<file path="config.mk">
export PLATFORM = sky130hd
export DESIGN_NAME = jk_shift_reg
export DESIGN_NICKNAME = d
export VERILOG_FILES = /design/src/rtl/jk_shift_reg_pkg.sv /design/src/rtl/jk_mode_decode.sv /design/src/rtl/jk_entry_stage.sv /design/src/rtl/jk_stage_chain.sv /design/src/rtl/jk_shift_reg.sv
export SDC_FILE = /design/constraint.sdc
export NUM_CORES = 1
export LEC_CHECK = 0
export BUFFER_PORTS_ARGS = -buffer_cell sky130_fd_sc_hd__buf_2
export CAP_MARGIN = 15
export CORE_AREA = 5 5 42 44
export CTS_BUF_LIST = sky130_fd_sc_hd__clkbuf_16
export CTS_CLUSTER_DIAMETER = 60
export DETAILED_ROUTE_END_ITERATION = 12
export DIE_AREA = 0 0 47 49
export GPL_TIMING_DRIVEN = 0
export SKIP_LAST_GASP = 1
export SLEW_MARGIN = 20
export SYNTH_ARGS = -nofsm -noshare
export SYNTH_HDL_FRONTEND = slang
export SYNTH_SLANG_ARGS = --single-unit
</file>
<file path="constraint.sdc">
create_clock -name clk -period 0.8 [get_ports clk]
set_input_delay 0.16 -clock clk [delete_from_list [all_inputs] [get_ports clk]]
set_output_delay 0.16 -clock clk [all_outputs]
set_load 0.01 [all_outputs]
</file>
<file path="src/rtl/jk_shift_reg_pkg.sv">
package jk_shift_reg_pkg;

    typedef enum logic {
        MODE_LOAD  = 1'b0,
        MODE_SHIFT = 1'b1
    } reg_mode_e;

    typedef enum logic [1:0] {
        ENT_CLEAR  = 2'b00,
        ENT_HOLD   = 2'b01,
        ENT_TOGGLE = 2'b10,
        ENT_SET    = 2'b11
    } entry_act_e;

endpackage

</file>
<file path="src/rtl/jk_mode_decode.sv">
module jk_mode_decode
    import jk_shift_reg_pkg::*;
(
    input  logic       shift_en,
    input  logic       j_in,
    input  logic       k_n_in,
    output reg_mode_e  mode,
    output entry_act_e act
);

    always_comb begin
        mode = shift_en ? MODE_SHIFT : MODE_LOAD;
    end

    // {J, K-bar} picks the action for the first stage
    always_comb begin
        unique case ({j_in, k_n_in})
            2'b00:   act = ENT_CLEAR;
            2'b01:   act = ENT_HOLD;
            2'b10:   act = ENT_TOGGLE;
            2'b11:   act = ENT_SET;
            default: act = ENT_HOLD;
        endcase
    end

endmodule

</file>
<file path="src/rtl/jk_entry_stage.sv">
module jk_entry_stage
    import jk_shift_reg_pkg::*;
(
    input  entry_act_e act,
    input  logic       cur_bit,
    output logic       next_bit
);

    always_comb begin
        unique case (act)
            ENT_CLEAR:  next_bit = 1'b0;
            ENT_HOLD:   next_bit = cur_bit;
            ENT_TOGGLE: next_bit = ~cur_bit;
            ENT_SET:    next_bit = 1'b1;
            default:    next_bit = cur_bit;
        endcase
    end

endmodule

</file>
<file path="src/rtl/jk_stage_chain.sv">
module jk_stage_chain
    import jk_shift_reg_pkg::*;
#(
    parameter int WIDTH = 4
) (
    input  logic             clk,
    input  logic             rst_n,
    input  reg_mode_e        mode,
    input  logic             entry_bit,
    input  logic [WIDTH-1:0] par_d,
    output logic [WIDTH-1:0] q
);

    localparam int LAST = WIDTH - 1;

    logic [WIDTH-1:0] nxt;

    generate
        for (genvar i = 0; i < WIDTH; i++) begin : g_stage
            if (i == 0) begin : g_first
                always_comb begin
                    unique case (mode)
                        MODE_LOAD:  nxt[i] = par_d[i];
                        MODE_SHIFT: nxt[i] = entry_bit;
                        default:    nxt[i] = q[i];
                    endcase
                end
            end else begin : g_rest
                always_comb begin
                    unique case (mode)
                        MODE_LOAD:  nxt[i] = par_d[i];
                        MODE_SHIFT: nxt[i] = q[i-1];
                        default:    nxt[i] = q[i];
                    endcase
                end
            end
        end
    endgenerate

    always_ff @(posedge clk or negedge rst_n) begin
        if (!rst_n) q <= '0;
        else        q <= nxt;
    end


    always_ff @(posedge clk) begin
        if (!rst_n) begin
            reset_clear_chk: assert (q == '0);
        end
    end


    shift_move_chk: assert property (@(posedge clk) disable iff (!rst_n)
        (mode == MODE_SHIFT) |=> (q[LAST:1] == $past(q[LAST-1:0])));

endmodule

</file>
<file path="src/rtl/jk_shift_reg.sv">
module jk_shift_reg
    import jk_shift_reg_pkg::*;
#(
    parameter int WIDTH = 4
) (
    input  logic             clk,
    input  logic             rst_n,
    input  logic             shift_en,
    input  logic             j_in,
    input  logic             k_n_in,
    input  logic [WIDTH-1:0] par_d,
    output logic [WIDTH-1:0] q,
    output logic             q_last_n
);

    localparam int LAST = WIDTH - 1;

    reg_mode_e  mode;
    entry_act_e act;
    logic       entry_bit;

    jk_mode_decode u_dec (
        .shift_en (shift_en),
        .j_in     (j_in),
        .k_n_in   (k_n_in),
        .mode     (mode),
        .act      (act)
    );

    jk_entry_stage u_entry (
        .act      (act),
        .cur_bit  (q[0]),
        .next_bit (entry_bit)
    );

    jk_stage_chain #(.WIDTH(WIDTH)) u_chain (
        .clk       (clk),
        .rst_n     (rst_n),
        .mode      (mode),
        .entry_bit (entry_bit),
        .par_d     (par_d),
        .q         (q)
    );

    always_comb begin
        q_last_n = ~q[LAST];
    end


    entry_set_chk: assert property (@(posedge clk) disable iff (!rst_n)
        (shift_en && j_in && k_n_in) |=> q[0]);


    entry_clear_chk: assert property (@(posedge clk) disable iff (!rst_n)
        (shift_en && !j_in && !k_n_in) |=> !q[0]);


    entry_toggle_chk: assert property (@(posedge clk) disable iff (!rst_n)
        (shift_en && j_in && !k_n_in) |=> (q[0] != $past(q[0])));


    entry_hold_chk: assert property (@(posedge clk) disable iff (!rst_n)
        (shift_en && !j_in && k_n_in) |=> $stable(q[0]));


    par_load_chk: assert property (@(posedge clk) disable iff (!rst_n)
        !shift_en |=> (q == $past(par_d)));

endmodule

</file>
# == Yosys cells after proc, flatten, opt, wreduce, memory -nomap -nowiden ==
# Cells that the tools add are included.
# word_totals
ff_bits,4
latchBits,0
ramBits,0
rom_bits,0
out_inout_bits,5
word_cells,21
memories,0
# op_classes
n_addsub,0
n_mul,0
n_div,0
n_lt_le_gt_ge,0
n_eq_ne,7
shift,0
mux,7
bitwise_logic,3
reduce_logical,2
# op_table
cell,count
$eq A2 B2 Y1 const B,4
$pmux W1 S2,4
$pmux W2 S4,1
$eq A2 B1 Y1 const B,2
$logic_not A2 Y1,2
$not A1 Y1,3
$pmux W1 S3,1
$ne A2 B2 Y1 const B,1
$mux W1,1

# == Depth between registers and ports, before layout ==
# depth
ltp_word,5
ltp_mapped,2

# == Modules after synthesis ==
# A second synthesis with hierarchy kept.
# hier_totals
cells_unflattened,13
area_unflattened_um2,178.9
# modules_own_cells
module,instances,cells_per_inst,area_each_um2,seq_area_each_um2
jk_stage_chain,1,8,145.1,100.1
jk_entry_stage,1,1,15.0,0.0
jk_mode_decode,1,3,15.0,0.0
jk_shift_reg,1,1,3.8,0.0

# == Worst setup path after synthesis ==
# Ideal clock, no wire load.
# synth_path
path_type,register -> register
start,register u_chain.q[1]
end,register u_chain.q[2]
setup_time_ps,125
arrival_time_ps,646
required_ps,675
path_slack_ps,29
path_stages_with_launch,2
period_less_slack_ps,771
path_cell_list,dfrtp_1 mux2_2
# synth_between
elab_chain_cells,1
# synth_lines
element,line,text
from (decl),jk_stage_chain.sv:11,output logic [WIDTH-1:0] q
from (signal assigned),jk_stage_chain.sv:42,else q <= nxt;
$pmux W1 S2,jk_stage_chain.sv:30,unique case (mode)
named net u_chain.nxt[2],jk_stage_chain.sv:16,logic [WIDTH-1:0] nxt;
# The timed path passes the listed nets, and every way through them passes these cells.
# A chain may end at the register's enable or synchronous reset.

# == Worst setup path in the final report ==
# layout_path
start,register u_chain.q[0]
end,output q[0]
# layout_rtl
element,line,text
to (decl),jk_shift_reg.sv:12,"output logic [WIDTH-1:0] q,"
# No word-level cell between the ends.

==> impl_metrics.prom <==
# TYPE chip_impl_metric gauge
chip_impl_info{name="outcome",value="finished, violations left"} 1
chip_impl_info{name="violated_checks",value="negative setup slack"} 1
chip_impl_info{name="largest_registers_ranked_by_flip_flop_count",value="u_chain.q x4"} 1
chip_impl_metric{name="fin_crit",unit="ps"} 987
chip_impl_metric{name="worst-path-buf-inv",unit=""} 2
chip_impl_metric{name="worst_clock_skew",unit="ps"} 1.13
chip_impl_metric{name="cts.path.max_buffers",unit=""} 2
chip_impl_metric{name="routed_wl",unit="microns"} 476
chip_impl_metric{name="place.port_buffers",unit=""} 13
chip_impl_metric{name="num_antenna_cells",unit=""} 0
chip_impl_metric{name="die_footprint",unit="sq mm"} 0.00230
chip_impl_metric{name="final.setup.tns",unit="ps"} -724
chip_impl_info{name="tritoncts_clock_tree",value="done"} 1
chip_impl_metric{name="ys.warnings.count",unit=""} 0
chip_impl_metric{name="power.density_cell_area",unit="mW/mm^2"} 3230
chip_impl_metric{name="finalMaxSlewViolations",unit=""} 0
chip_impl_metric{name="power.static_leakage",unit="nW"} 0.178
chip_impl_info{name="grt_setup_unrepaired",value="yes"} 1
chip_impl_metric{name="crit_path_max_fanout",unit=""} 2
chip_impl_metric{name="power_frac_seq",unit=""} 0.205
chip_impl_metric{name="floorplan.core_area",unit="sq mm"} 0.00140
chip_impl_metric{name="drt-vias-per-instance",unit=""} 3.20
chip_impl_metric{name="net_switching_power_figure",unit="W"} 0.000203
chip_impl_metric{name="layout-drive-gt1-share",unit=""} 0.700
chip_impl_metric{name="synth.yosys.seq_area_share",unit=""} 0.611
chip_impl_metric{name="largest_register_ffs",unit=""} 4
chip_impl_metric{name="regToRegSetupSlack",unit="ps"} -110
chip_impl_info{name="clk_tree_root_cell",value="sky130_fd_sc_hd__clkbuf_16"} 1
chip_impl_metric{name="max_freq",unit="MHz"} 1010
chip_impl_info{name="critical_path.endpoint_type",value="primary output"} 1
chip_impl_metric{name="actual_transition_at_the_worst_max_transition_pin",unit="ps"} 139
chip_impl_metric{name="clockPowerShare",unit=""} 0.690
chip_impl_metric{name="postSynthAreaPerCell",unit="sq um"} 13.7
chip_impl_metric{name="clk-insertion-delay-late",unit="ps"} 220
chip_impl_metric{name="antenna_left",unit=""} 0
chip_impl_metric{name="post_detailed_route_wirelength_per_cell",unit="microns"} 10.3
chip_impl_metric{name="syn-cell-area",unit="sq um"} 164
chip_impl_metric{name="initial_utilization",unit=""} 0.117
chip_impl_metric{name="yosysUniqueCellTypes",unit=""} 7
chip_impl_metric{name="io_pins",unit=""} 14
chip_impl_metric{name="finalWeightedCongestion",unit=""} 0.662
chip_impl_metric{name="cts_num_sinks",unit=""} 4
chip_impl_metric{name="firstDrtPassIters",unit=""} 1
chip_impl_metric{name="drc_errors",unit=""} 0
chip_impl_metric{name="placementRows",unit=""} 14
chip_impl_info{name="min-delay-path-class",value="input port to register"} 1
chip_impl_metric{name="grt_overflow",unit=""} 0
chip_impl_metric{name="pwr-share-comb",unit=""} 0.105
chip_impl_info{name="timing_worst_setup_path_type",value="register to primary output"} 1
chip_impl_metric{name="setup-violations-final",unit=""} 7
chip_impl_metric{name="yosys_reg_bits",unit=""} 4
chip_impl_metric{name="max_slew_margin_vs_limit",unit=""} 0.905
chip_impl_metric{name="path_clk_slew",unit="ps"} 30
chip_impl_metric{name="drt_first_iter_violations",unit=""} 0
chip_impl_metric{name="final_hold_fails",unit=""} 0
chip_impl_metric{name="area_growth",unit="%"} 115
chip_impl_metric{name="netlist_instances",unit=""} 12
chip_impl_info{name="timing.critical_path.mode_cell",value="sky130_fd_sc_hd__buf_6"} 1
chip_impl_info{name="critical-path-top-delay-family",value="flip-flops"} 1
chip_impl_metric{name="sw_frac_of_total",unit=""} 0.178
chip_impl_metric{name="htree_num_levels",unit=""} 1
chip_impl_info{name="cp_cell_sequence",value="buf_6, buf_6"} 1
chip_impl_metric{name="dieHeight",unit="microns"} 49
chip_impl_metric{name="placedInstanceArea",unit="sq um"} 249
chip_impl_metric{name="num-nets-final",unit=""} 41
chip_impl_metric{name="ir_worst_vdd",unit="V"} 0.000815
chip_impl_metric{name="post-route-period-util",unit=""} 1.23
chip_impl_metric{name="grt_antenna_before_repair",unit=""} 0
chip_impl_metric{name="vias",unit=""} 147
chip_impl_metric{name="final_util",unit=""} 0.251
chip_impl_metric{name="number_of_global_route_vias_before_repair",unit=""} 174
chip_impl_metric{name="post-synth-top-area-fraction",unit=""} 0.611
chip_impl_metric{name="cp.required",unit="ps"} 640
chip_impl_info{name="synth_area_leaders",value="sky130_fd_sc_hd__dfrtp_1, sky130_fd_sc_hd__mux2_2, sky130_fd_sc_hd__mux2i_1"} 1
chip_impl_metric{name="global_route_wire_length_before_repair",unit="microns"} 655
chip_impl_metric{name="critical-path-max-stage-delay",unit="ps"} 380
chip_impl_metric{name="post_layout_instance_area",unit="sq um"} 352
chip_impl_metric{name="die_x",unit="microns"} 47
chip_impl_metric{name="grt_start_max_net_pins",unit=""} 6
chip_impl_metric{name="tritoncts.num_buffers",unit=""} 3
chip_impl_info{name="synthDominantAreaCellType",value="sky130_fd_sc_hd__dfrtp_1"} 1
chip_impl_metric{name="grt_usage",unit=""} 0.0480
chip_impl_info{name="regMostFlops",value="u_chain.q"} 1
chip_impl_metric{name="drv.max_cap_violation_count",unit=""} 0
chip_impl_info{name="kind_of_start_point_of_the_critical_path",value="register"} 1
chip_impl_metric{name="postSynthNetCount",unit=""} 21
chip_impl_metric{name="timing.final.ws_setup",unit="ps"} -187
chip_impl_metric{name="internal_dissipation",unit="W"} 0.000935
chip_impl_metric{name="cp_data_arrival_time",unit="ps"} 830
chip_impl_info{name="crit_path_top_delay_cell",value="sky130_fd_sc_hd__dfrtp_1"} 1
==> final cells by class <==
cell class	count	area (sq um)
fill	148	1050
sequential	4	100
timing repair buffer	15	88.8
clock buffer	3	75.1
multi-input combinational	6	52.6
tap	16	20.0
buffer	1	11.3
inverter	1	3.75
==> routing by layer <==
metal	vias to the layer above	global-route usage	wire (microns)
met3	0	0.0480	92
li1	75	-	-
met5	-	0	0
met2	14	0.0475	170
met4	0	0.0553	0
met1	58	0.0487	213
==> cell usage after synthesis (all sizes together) <==
cell   n
dfrtp  4
mux2   3
a21oi  1
buf    1
inv    1
mux2i  1
nor2   1
==> kinds of logic after synthesis <==
logic type	count (synthesis)	share of synthesized area
buf+inv	2	0.0687
simple gates	1	0.0229
flops	4	0.611
mux	4	0.267
compound gates	1	0.0305
==> power groups by stage <==
stage,clock (W),combinational (W),sequential (W)
floorplan,0,0.0000373,0.000244
global placement,0,0.0000977,0.000236
detailed placement,0,0.0000981,0.000237
CTS,0.000796,0.000122,0.000233
global route,0.000817,0.000130,0.000236
finish,0.000784,0.000120,0.000233
==> placed cells by master, fill, tap and decap left out <==
master	synthesis	layout
sky130_fd_sc_hd__a21oi_1	1	1
sky130_fd_sc_hd__buf_2	0	12
sky130_fd_sc_hd__buf_4	1	1
sky130_fd_sc_hd__buf_6	0	2
sky130_fd_sc_hd__clkbuf_16	0	3
sky130_fd_sc_hd__dfrtp_1	4	4
sky130_fd_sc_hd__dlygate4sd3_1	0	1
sky130_fd_sc_hd__inv_1	1	1
sky130_fd_sc_hd__mux2_2	3	3
sky130_fd_sc_hd__mux2i_1	1	1
sky130_fd_sc_hd__nor2_1	1	1
==> through the flow <==
step / setup slack [ps] / hold WS [ps] / cells / total power (W)
2_1_floorplan: 28.9 / -136 / 12 / 0.000281
3_3_place_gp: -7.97 / -32.7 / 41 / 0.000334
3_5_place_dp: -7.95 / -31.9 / 41 / 0.000335
4_1_cts: -180 / 174 / 46 / 0.00115
5_1_grt: -206 / 176 / 46 / 0.00118
6_report: -187 / 176 / 46 / 0.00114
==> what timing repair did <==
action	CTS	global route
endpoints found under the setup margin	5	7
pin swaps	0	0
setup buffers	1	0
hold buffers	1	0
hold endpoints to repair	4	0
resized for setup	2	0
==> worst paths after layout <==
kind / start / endpoint / cells after the start
worst max-delay path: u_chain.q[0] / q[0] / 2
worst min-delay path: par_d[2] / u_chain.q[2] / 2
worst max register to register: u_chain.q[0] / u_chain.q[1] / 2
worst min register to register: u_chain.q[2] / u_chain.q[3] / 1
max in group asynchronous: rst_n / u_chain.q[0] / 2
min in group asynchronous: rst_n / u_chain.q[2] / 2
(Power assumes the default switching activity.)
